$ cat config.mk
export PLATFORM = sky130hd
export DESIGN_NAME = sat_divider
export DESIGN_NICKNAME = d
export VERILOG_FILES = /design/src/rtl/sat_divider_pkg.sv /design/src/rtl/div_operand_prep.sv /design/src/rtl/div_iter_core.sv /design/src/rtl/div_result_fix.sv /design/src/rtl/sat_divider.sv
export SDC_FILE = /design/constraint.sdc
export NUM_CORES = 1
export LEC_CHECK = 0
export BUFFER_PORTS_ARGS = -buffer_cell sky130_fd_sc_hd__buf_2
export CORE_UTILIZATION = 48
export CTS_CLUSTER_SIZE = 24
export DETAILED_ROUTE_END_ITERATION = 10
export GPL_TIMING_DRIVEN = 0
export PLACE_DENSITY = 0.7
export SYNTH_ARGS = -nofsm -noshare
export SYNTH_HDL_FRONTEND = slang
export SYNTH_SLANG_ARGS = --single-unit
$ cat constraint.sdc
create_clock -name clk -period 4 [get_ports clk]
set_input_delay 0.6 -clock clk [delete_from_list [all_inputs] [get_ports clk]]
set_output_delay 0.6 -clock clk [all_outputs]
set_load 0.01 [all_outputs]
$ cat src/rtl/sat_divider_pkg.sv
// Shared types for the saturating divider.
package sat_divider_pkg;
    typedef enum logic [1:0] {
        K_UDIV32 = 2'd0,
        K_SDIV32 = 2'd1,
        K_UDIV64 = 2'd2,
        K_SDIV64 = 2'd3
    } div_kind_e;
endpackage

$ cat src/rtl/div_operand_prep.sv
// Forms the dividend and divisor for the selected mode and reduces them to
// magnitudes. Also gives the quotient sign and flags a zero divisor.
// Assumes XLEN is even; 32-bit modes use the low XLEN/2 bits.
module div_operand_prep
    import sat_divider_pkg::*;
#(
    parameter int XLEN = 64
) (
    input  div_kind_e            kind,
    input  logic [XLEN/2-1:0]    y_half,
    input  logic [XLEN-1:0]      opa,
    input  logic [XLEN-1:0]      opb,
    output logic [XLEN-1:0]      dvd_mag,
    output logic [XLEN-1:0]      dvs_mag,
    output logic                 q_neg,
    output logic                 dvs_zero
);
    localparam int HALF = XLEN / 2;

    logic            narrow, signed_op, dvd_neg, dvs_neg;
    logic [XLEN-1:0] dvd_raw, dvs_raw;

    // Build raw operands, take magnitudes and derive the quotient sign
    always_comb begin
        narrow    = (kind == K_UDIV32) || (kind == K_SDIV32);
        signed_op = (kind == K_SDIV32) || (kind == K_SDIV64);
        dvd_raw   = narrow ? {y_half, opa[HALF-1:0]} : opa;
        if (!narrow)
            dvs_raw = opb;
        else if (signed_op)
            dvs_raw = {{HALF{opb[HALF-1]}}, opb[HALF-1:0]};
        else
            dvs_raw = {{HALF{1'b0}}, opb[HALF-1:0]};
        dvd_neg  = signed_op & dvd_raw[XLEN-1];
        dvs_neg  = signed_op & dvs_raw[XLEN-1];
        dvd_mag  = dvd_neg ? (~dvd_raw + 1'b1) : dvd_raw;
        dvs_mag  = dvs_neg ? (~dvs_raw + 1'b1) : dvs_raw;
        q_neg    = dvd_neg ^ dvs_neg;
        dvs_zero = (dvs_raw == '0);
    end
endmodule

$ cat src/rtl/div_iter_core.sv
// Unsigned radix-2 restoring divider producing one quotient bit per cycle.
// After load it runs XLEN iterations, then raises fin for one cycle.
// Assumes the divisor is nonzero.
module div_iter_core #(
    parameter int XLEN = 64
) (
    input  logic            clk,
    input  logic            rst_n,
    input  logic            load,
    input  logic [XLEN-1:0] dvd,
    input  logic [XLEN-1:0] dvs,
    output logic [XLEN-1:0] quo,
    output logic            fin
);
    localparam int CW = $clog2(XLEN + 1);

    logic [XLEN-1:0] rem, dvs_r;
    logic [CW-1:0]   cnt;
    logic            running;
    logic [XLEN:0]   part, diff;

    // Trial subtraction of the divisor from the shifted partial remainder
    always_comb begin
        part = {rem, quo[XLEN-1]};
        diff = part - {1'b0, dvs_r};
    end

    assign fin = running && (cnt == '0);

    // Load operands, then iterate until the counter runs out
    always_ff @(posedge clk) begin
        if (!rst_n) begin
            rem     <= '0;
            quo     <= '0;
            dvs_r   <= '0;
            cnt     <= '0;
            running <= 1'b0;
        end else if (load) begin
            rem     <= '0;
            quo     <= dvd;
            dvs_r   <= dvs;
            cnt     <= CW'(XLEN);
            running <= 1'b1;
        end else if (running && cnt != '0) begin
            if (!diff[XLEN]) begin
                rem <= diff[XLEN-1:0];
                quo <= {quo[XLEN-2:0], 1'b1};
            end else begin
                rem <= part[XLEN-1:0];
                quo <= {quo[XLEN-2:0], 1'b0};
            end
            cnt <= cnt - 1'b1;
        end else if (fin) begin
            running <= 1'b0;
        end
    end
endmodule

$ cat src/rtl/div_result_fix.sv
// Restores the quotient sign and clamps 32-bit quotients that do not fit.
// Reports whether clamping happened. Assumes quo is a magnitude.
module div_result_fix
    import sat_divider_pkg::*;
#(
    parameter int XLEN = 64
) (
    input  div_kind_e        kind,
    input  logic             q_neg,
    input  logic [XLEN-1:0]  quo,
    output logic [XLEN-1:0]  res,
    output logic             sat
);
    localparam int HALF = XLEN / 2;
    localparam logic [XLEN-1:0] POS_LIM = {{(HALF+1){1'b0}}, {(HALF-1){1'b1}}};
    localparam logic [XLEN-1:0] NEG_MAG = {{HALF{1'b0}}, 1'b1, {(HALF-1){1'b0}}};
    localparam logic [XLEN-1:0] NEG_SAT = {{(HALF+1){1'b1}}, {(HALF-1){1'b0}}};
    localparam logic [XLEN-1:0] U_SAT   = {{HALF{1'b0}}, {HALF{1'b1}}};

    logic [XLEN-1:0] signed_q;

    // Apply sign, then select clamp or pass-through per mode
    always_comb begin
        signed_q = q_neg ? (~quo + 1'b1) : quo;
        sat      = 1'b0;
        res      = quo;
        unique case (kind)
            K_UDIV32: begin
                if (quo[XLEN-1:HALF] != '0) begin
                    res = U_SAT;
                    sat = 1'b1;
                end else begin
                    res = {{HALF{1'b0}}, quo[HALF-1:0]};
                end
            end
            K_SDIV32: begin
                if (!q_neg && quo > POS_LIM) begin
                    res = POS_LIM;
                    sat = 1'b1;
                end else if (q_neg && quo > NEG_MAG) begin
                    res = NEG_SAT;
                    sat = 1'b1;
                end else begin
                    res = signed_q;
                end
            end
            K_UDIV64: res = quo;
            K_SDIV64: res = signed_q;
            default:  res = quo;
        endcase
    end
endmodule

$ cat src/rtl/sat_divider.sv
// Top of the saturating divider. Accepts a request when idle and faults at
// once on a zero divisor. Otherwise it runs the iterative core and registers
// the fixed-up quotient and overflow flag on completion.
// Assumes start is a single-cycle request; starts while busy are dropped.
module sat_divider
    import sat_divider_pkg::*;
#(
    parameter int XLEN = 64
) (
    input  logic              clk,
    input  logic              rst_n,
    input  logic              start,
    input  logic [2:0]        op_sel,
    input  logic [XLEN/2-1:0] y_in,
    input  logic [XLEN-1:0]   rs1,
    input  logic [XLEN-1:0]   rs2,
    output logic              busy,
    output logic              done,
    output logic [XLEN-1:0]   result,
    output logic              div_zero,
    output logic              ov_flag
);
    div_kind_e       kind_in, kind_r;
    logic            cc_r, qneg_r;
    logic [XLEN-1:0] dvd_mag, dvs_mag, quo, fixed;
    logic            q_neg, dvs_zero, fin, sat, accept, load;

    assign kind_in = div_kind_e'(op_sel[1:0]);
    assign accept  = start && !busy;
    assign load    = accept && !dvs_zero;

    div_operand_prep #(.XLEN(XLEN)) prep_i (
        .kind(kind_in), .y_half(y_in), .opa(rs1), .opb(rs2),
        .dvd_mag(dvd_mag), .dvs_mag(dvs_mag), .q_neg(q_neg), .dvs_zero(dvs_zero)
    );

    div_iter_core #(.XLEN(XLEN)) core_i (
        .clk(clk), .rst_n(rst_n), .load(load),
        .dvd(dvd_mag), .dvs(dvs_mag), .quo(quo), .fin(fin)
    );

    div_result_fix #(.XLEN(XLEN)) fix_i (
        .kind(kind_r), .q_neg(qneg_r), .quo(quo), .res(fixed), .sat(sat)
    );

    // Request acceptance, fault path and completion capture
    always_ff @(posedge clk) begin
        if (!rst_n) begin
            busy     <= 1'b0;
            done     <= 1'b0;
            div_zero <= 1'b0;
            ov_flag  <= 1'b0;
            result   <= '0;
            kind_r   <= K_UDIV32;
            cc_r     <= 1'b0;
            qneg_r   <= 1'b0;
        end else begin
            done     <= 1'b0;
            div_zero <= 1'b0;
            if (busy) begin
                if (fin) begin
                    busy    <= 1'b0;
                    done    <= 1'b1;
                    result  <= fixed;
                    ov_flag <= cc_r & sat;
                end
            end else if (accept) begin
                kind_r <= kind_in;
                cc_r   <= op_sel[2];
                qneg_r <= q_neg;
                if (dvs_zero) begin
                    done     <= 1'b1;
                    div_zero <= 1'b1;
                    ov_flag  <= 1'b0;
                end else begin
                    busy <= 1'b1;
                end
            end
        end
    end
endmodule

Word-level counts from Yosys, hierarchy flattened

Cells that the tools add are included.

Register bits after elaboration: 272
Latch bits: 0
Bits in writable memories: 0
Memory bits (read-only): 0
Input port bits: 166
Output and inout port bits: 68
Word-level logic and storage cells: 99
Memories: 0

$add $sub $neg: 5
$mul: 0
Div/mod/pow operators: 0
Magnitude comparators: 2
Eq/ne operators: 7
Shift-type cells: 0
Mux-type cells: 35
Bitwise operators: 9
Reduce and logical (&&, ||, !) cells: 27

Operators by type and width:

| operator                | count |
|---|---|
| $mux W64                | 11 |
| $pmux W64 S4            | 1 |
| $add A64 B1 Y64 const B | 3 |
| $not A64 Y64            | 3 |
| $sub A65 B64 Y65        | 1 |
| $gt A64 B31 Y1 const B  | 1 |
| $gt A64 B32 Y1 const B  | 1 |
| $logic_not A64 Y1       | 1 |
| $mux W32                | 1 |
| $reduce_bool A32 Y1     | 1 |
| $mux W1                 | 19 |
| $mux W7                 | 2 |
| $reduce_bool A2 Y1      | 4 |
| $logic_not A7 Y1        | 1 |
| $reduce_bool A7 Y1      | 1 |
| $sub A7 B1 Y7 const B   | 1 |
| $eq A2 B2 Y1 const B    | 3 |
| $logic_and A1 B1 Y1     | 6 |
| $reduce_and A2 Y1       | 3 |
| $eq A2 B1 Y1 const B    | 2 |
| $logic_not A2 Y1        | 2 |
| $ne A2 B1 Y1 const B    | 2 |
| $reduce_or A2 Y1        | 2 |
| $and A1 B1 Y1           | 3 |
| other kinds (6)         | 10 |

Longest topological paths before layout

Depth after elaboration: 9
Gate-level depth with buffers: 16

Hierarchy

From an unflattened synthesis, not the netlist that was laid out.

Cell total of the unflattened synthesis: 3,082
Area, all modules: 22,287.6 µm²

By module, submodules not included:

| module           | instances | cells an instance | area an instance (µm²) | sequential area each (µm²) |
|---|---|---|---|---|
| div_iter_core    | 1         | 1,677             | 12,867.3               | 4,003.8 |
| div_operand_prep | 1         | 640               | 4,067.7                | 0.0 |
| sat_divider      | 1         | 306               | 2,691.3                | 1,441.4 |
| div_result_fix   | 1         | 459               | 2,661.3                | 0.0 |

Least setup slack after synthesis

Ideal clock, no wire load.

Path kind: register to register
Start: register core_i.quo[63]
End: register core_i.rem[34]
Setup time: 132 ps
Data arrival time: 3,717 ps
Data required time: 3,868 ps
Slack: 151 ps
Stages on the path, launching flop included: 17
Clock period less this slack: 3,849 ps
Path through: dfxtp_1 inv_1 ha_1 inv_1 fa_1 a211oi_1 o211ai_1 a41oi_1 a31oi_1 a31oi_1 o41ai_4 a41oi_1 and2_1 buf_2 buf_2 mux2i_1 a21oi_1

Longest elaborated chain between the ends: 2

Ends and longest elaborated chain:

| what                     | line                | source |
|---|---|---|
| start: declaration       | div_iter_core.sv:12 | `output logic [XLEN-1:0] quo,` |
| start signal: assignment | div_iter_core.sv:40 | `quo <= dvd;` |
| start signal: assignment | div_iter_core.sv:47 | `quo <= {quo[XLEN-2:0], 1'b1};` |
| start signal: assignment | div_iter_core.sv:50 | `quo <= {quo[XLEN-2:0], 1'b0};` |
| $sub A65 B64 Y65         | div_iter_core.sv:25 | `diff = part - {1'b0, dvs_r};` |
| $mux W64                 | div_iter_core.sv:45 | `if (!diff[XLEN]) begin` |
| end signal: assignment   | div_iter_core.sv:46 | `rem <= diff[XLEN-1:0];` |
| end signal: assignment   | div_iter_core.sv:49 | `rem <= part[XLEN-1:0];` |
| end: declaration         | div_iter_core.sv:17 | `logic [XLEN-1:0] rem, dvs_r;` |

No other way between the ends.
A chain may end at the register's enable or synchronous reset.

Final worst setup path

Start: input op_sel[1]
End: register core_i.quo[63]

Longest elaborated chain between the ends: 8
Elaborated cells on any way between the ends: 17

Ends and longest elaborated chain:

| what                                                                    | line              | source |
|---|---|---|
| start: declaration                                                      | sat_divider.sv:13 | `input logic [2:0] op_sel,` |
| parallel branches: the longest is 8 deep, another holds $add A64 B1 Y64 | n/a               |  |

Several ways; the timed one is not identified.

==> results.md <==
- Clock skew: 0.0251 ns
- Comb pwr share: around 37%
- Fmax: 253 MHz
- Ratio of cells with drive above 1 in the final layout: between 10 and 15%
- Largest net degree at the start of global routing: 15
- Cells after Synth: between 2k and 3k
- CTS Buffer Depth: 3
- Clk Latency, worst-skew pair: 0.61 ns
- GP Congestion: ~1.0
- Crit. Startpoint: op_sel[1]
- Worst path cell trace: clkbuf_2, buf_2, buf_2, buf_2, buf_2, buf_2, clkbuf_2, clkbuf_2, mux2i_1, nand3_1, nand2_1, a31oi_1, nor2_1
- Top-Level Pins: 234
- Post-synth EDFFs: 0
- Critical Path End Type: flop
- Reg power frac: about 33%
- Drt total wl: between 90,000 and 100,000 um
- Worst Path Arrival: approximately 4.5 ns
- Ys async rst share: 0%
- Dpl hpwl: 73,200 um
- CP startpoint kind: input pin
- Hold path depth: 3
- Crit-path most repeated cell: buf_2
- Detailed-route via count: 24.3k
- Die Wd: between 200 and 250 um
- Reg-to-Reg Start: core_i.quo[63]$_SDFFE_PN0P_
- Die Area: about 0.044 sq mm
- P_int: between 5 and 6 mW
- Clock sinks: around 270
- DRC: 0
- Synth top area cells: dfxtp_1 27%, a21oi_1 7.9%, nand2_1 6.5%
- Initial antenna violation count: 3
- Area after DPL: ~0.022 sq mm
- Total gr overflow: 0
- Max rail drop VDD: between 0.3 and 0.4 mV
- Worst path max stage delay: about 0.47 ns
- Req. time, crit path: 4.51 ns
- Worst-Margin Slew: approximately 1.2 ns
- Clk slew on worst S/H paths: 0.06 ns
- Post-synth top area cell: dfxtp_1
- Seq cells post-synth: about 270
- TritonCTS clock tree: yes
- Htree depth: 1
- Worst hold start: op_sel[2]
- Max-Cap Viols: 0
- Reg2reg path depth: 17
- Root Buffer: clkbuf_16
- Crit share post-route: between 90% and 100%
- Critical Path Fanout Max: 10
- Routed WL per cell: roughly 25 um
- Post-synth top area share: a little over a quarter
- Slew Limit Fails: 0
- Pre-CTS WS: -1.83 ns
- Area of the core: around 0.042 sq mm
- Final core utilization: a little under three fifths
- Hold WS: 0.264 ns
- IO Port Bufs: between 200 and 250
- Worst setup path class: input pin to flop
- Fin crit period: a little under 4 ns
- Initial Utilization: between 40% and 50%
- Top_reg_cell synth: dfxtp_1
- R2R setup slack: 0.09 ns
- TNS Setup: 0 ns
- Pleak: between 9 and 10 nW
- Initial DRC Count: between 3k and 4k
- Reg2Reg Capture Point: core_i.rem[62]$_SDFFE_PP0P_
- Layout Area Growth over Synthesis: 16.0%
- Synth cell types: 83
- Die Ht: 209 um
- Most frequent cells after synthesis: 355 x nand2_1, 325 x a21oi_1, 272 x dfxtp_1, 258 x o21ai_0, 246 x nor2_1
- Synth Area per Inst: about 7.2 sq um
- Slowest stage cell, crit path: clkbuf_2
- Switching portion of total power: between 30% and 40%
- Status: completed
- Rel. slew slack: between 20% and 30%
- CTS Buf Count: 31
- Worst setup margin: between 0.05 and 0.06 ns
- Total number of yosys warnings: 0
- Final ANT Viol Nets: 0
- First-pass GRT wire length: roughly 140,000 um
- Vias per cell: 6.57
- Most frequent cell after synthesis: nand2_1
- Final setup fails: 0
- GRT Resource Usage Total: about 41%
- Sequential fraction of the synthesis area: between 20% and 30%
- Psw: around 3.8 mW
- Clock share of power: 30.5%
- Mapped Area: just over 0.02 sq mm
- Layout Nets: around 3.4k
- Vias in the first global route: roughly 22k
- Hold Fails Final Rpt: 0
- Cell Pwr Density: 406 mW/mm^2
- HP Class: input pin to flop
- Finished Cell Area: between 0.02 and 0.025 sq mm
- Endpoint, Worst Hold: cc_r$_SDFFE_PN0P_
- Site row count: 75
- Pre-antenna DRT Iters: 6
- Syn Nets: 3,088
state kept, by name, summed over array words and instances, names as in the netlist, 2 cells and up:
signal / flops
result: 64
core_i.dvs_r: 64
kind_r: 2
core_i.rem: 64
core_i.quo: 64
core_i.cnt: 7
placed cells by master, fill, tap and decap left out, drive strengths merged, types with 20 or more instances in the layout:
master / instances
a31oi: 32
a311oi: 46
a211oi: 57
o211ai: 31
nor4: 30
clkbuf: 216
o31ai: 36
buf: 278
o21ai: 263
inv: 112
or3: 34
nand2: 355
a21oi: 326
mux2i: 82
ha: 69
nor2: 247
nand4: 32
nor3: 71
xnor2: 103
xor2: 75
nand2b: 20
a22o: 28
or4: 20
a21o: 36
nand3: 54
dfxtp: 272
worst max-delay path by stage:
stage / depth (start not counted) / slack (ns) / end
4_1_cts: 12 / -0.06 / core_i.rem[53]$_SDFFE_PP0P_
2_1_floorplan: 16 / 0.15 / core_i.rem[34]$_SDFFE_PP0P_
6_report: 13 / 0.06 / core_i.quo[63]$_SDFFE_PN0P_
3_3_place_gp: 11 / -2.02 / core_i.dvs_r[52]$_SDFFE_PN0N_
3_5_place_dp: 11 / -1.83 / core_i.dvs_r[52]$_SDFFE_PN0N_
5_1_grt: 16 / -0.003 / core_i.quo[0]$_SDFFE_PN0P_
per-layer routing:
metal  track usage, %  vias to the layer above  routed length, um
li1                 -                    10929                  -
met1             63.0                    11586              42400
met2             56.4                     1580              36600
met3             9.08                      186              11400
met4             13.2                        2               2970
met5                0                        -                 12
per-stage QoR:
stage,power [mW],instances
after floorplan,5.35,2852
after global placement,6.41,3622
after detailed placement,6.45,3622
after CTS,9.41,3683
after global routing,10.0,3696
final,9.67,3698
cell families (layout without fill, tap and decap cells):
family | count (synthesis) | in the layout | synth area share (%)
compound gates | 988 | 988 | 30.3
simple gates | 945 | 945 | 21.3
buf+inv | 316 | 620 | 5.96
flops | 272 | 272 | 26.5
xor+xnor | 178 | 178 | 7.60
mux | 83 | 83 | 4.06
fa+ha+maj | 70 | 70 | 4.31
other cells | 0 | 3 | 0
critical path, delay by kind of cell:
kind                   cells  cell delay, ns
multiplexers               1            0.44
buffers and inverters      8            2.87
AND/OR/NAND/NOR            3            0.40
AO/OA/AOI/OAI              1            0.12
layout make-up:
cell class              count  area, sq um
diodes                      3         7.51
plain buffers             205          875
clock buffers              40          860
clock inverters            17          176
fillers                  4116        18300
inverters                 109          413
multi-input cells        2264        14000
flip-flops and latches    272         5450
well taps                 539          674
repair buffers            249         1300
what timing repair did:
item | in CTS | in global routing
pin swaps | 6 | 6
hold buffers | 0 | 0
resized for setup | 47 | 41
endpoints found under the setup margin | 263 | 259
cloned | 0 | 0
buffers inserted | 4 | 14
endpoints found under the hold margin | 0 | 0
power by group through the flow:
stage / registers (mW) / logic (mW) / clock network (mW)
final: 3.14 / 3.57 / 2.95
after global routing: 3.16 / 3.81 / 3.06
after CTS: 3.12 / 3.35 / 2.94
after detailed placement: 3.18 / 3.27 / 0
after global placement: 3.17 / 3.24 / 0
after floorplan: 3.09 / 2.26 / 0
Power figures use the tool's default switching activity.
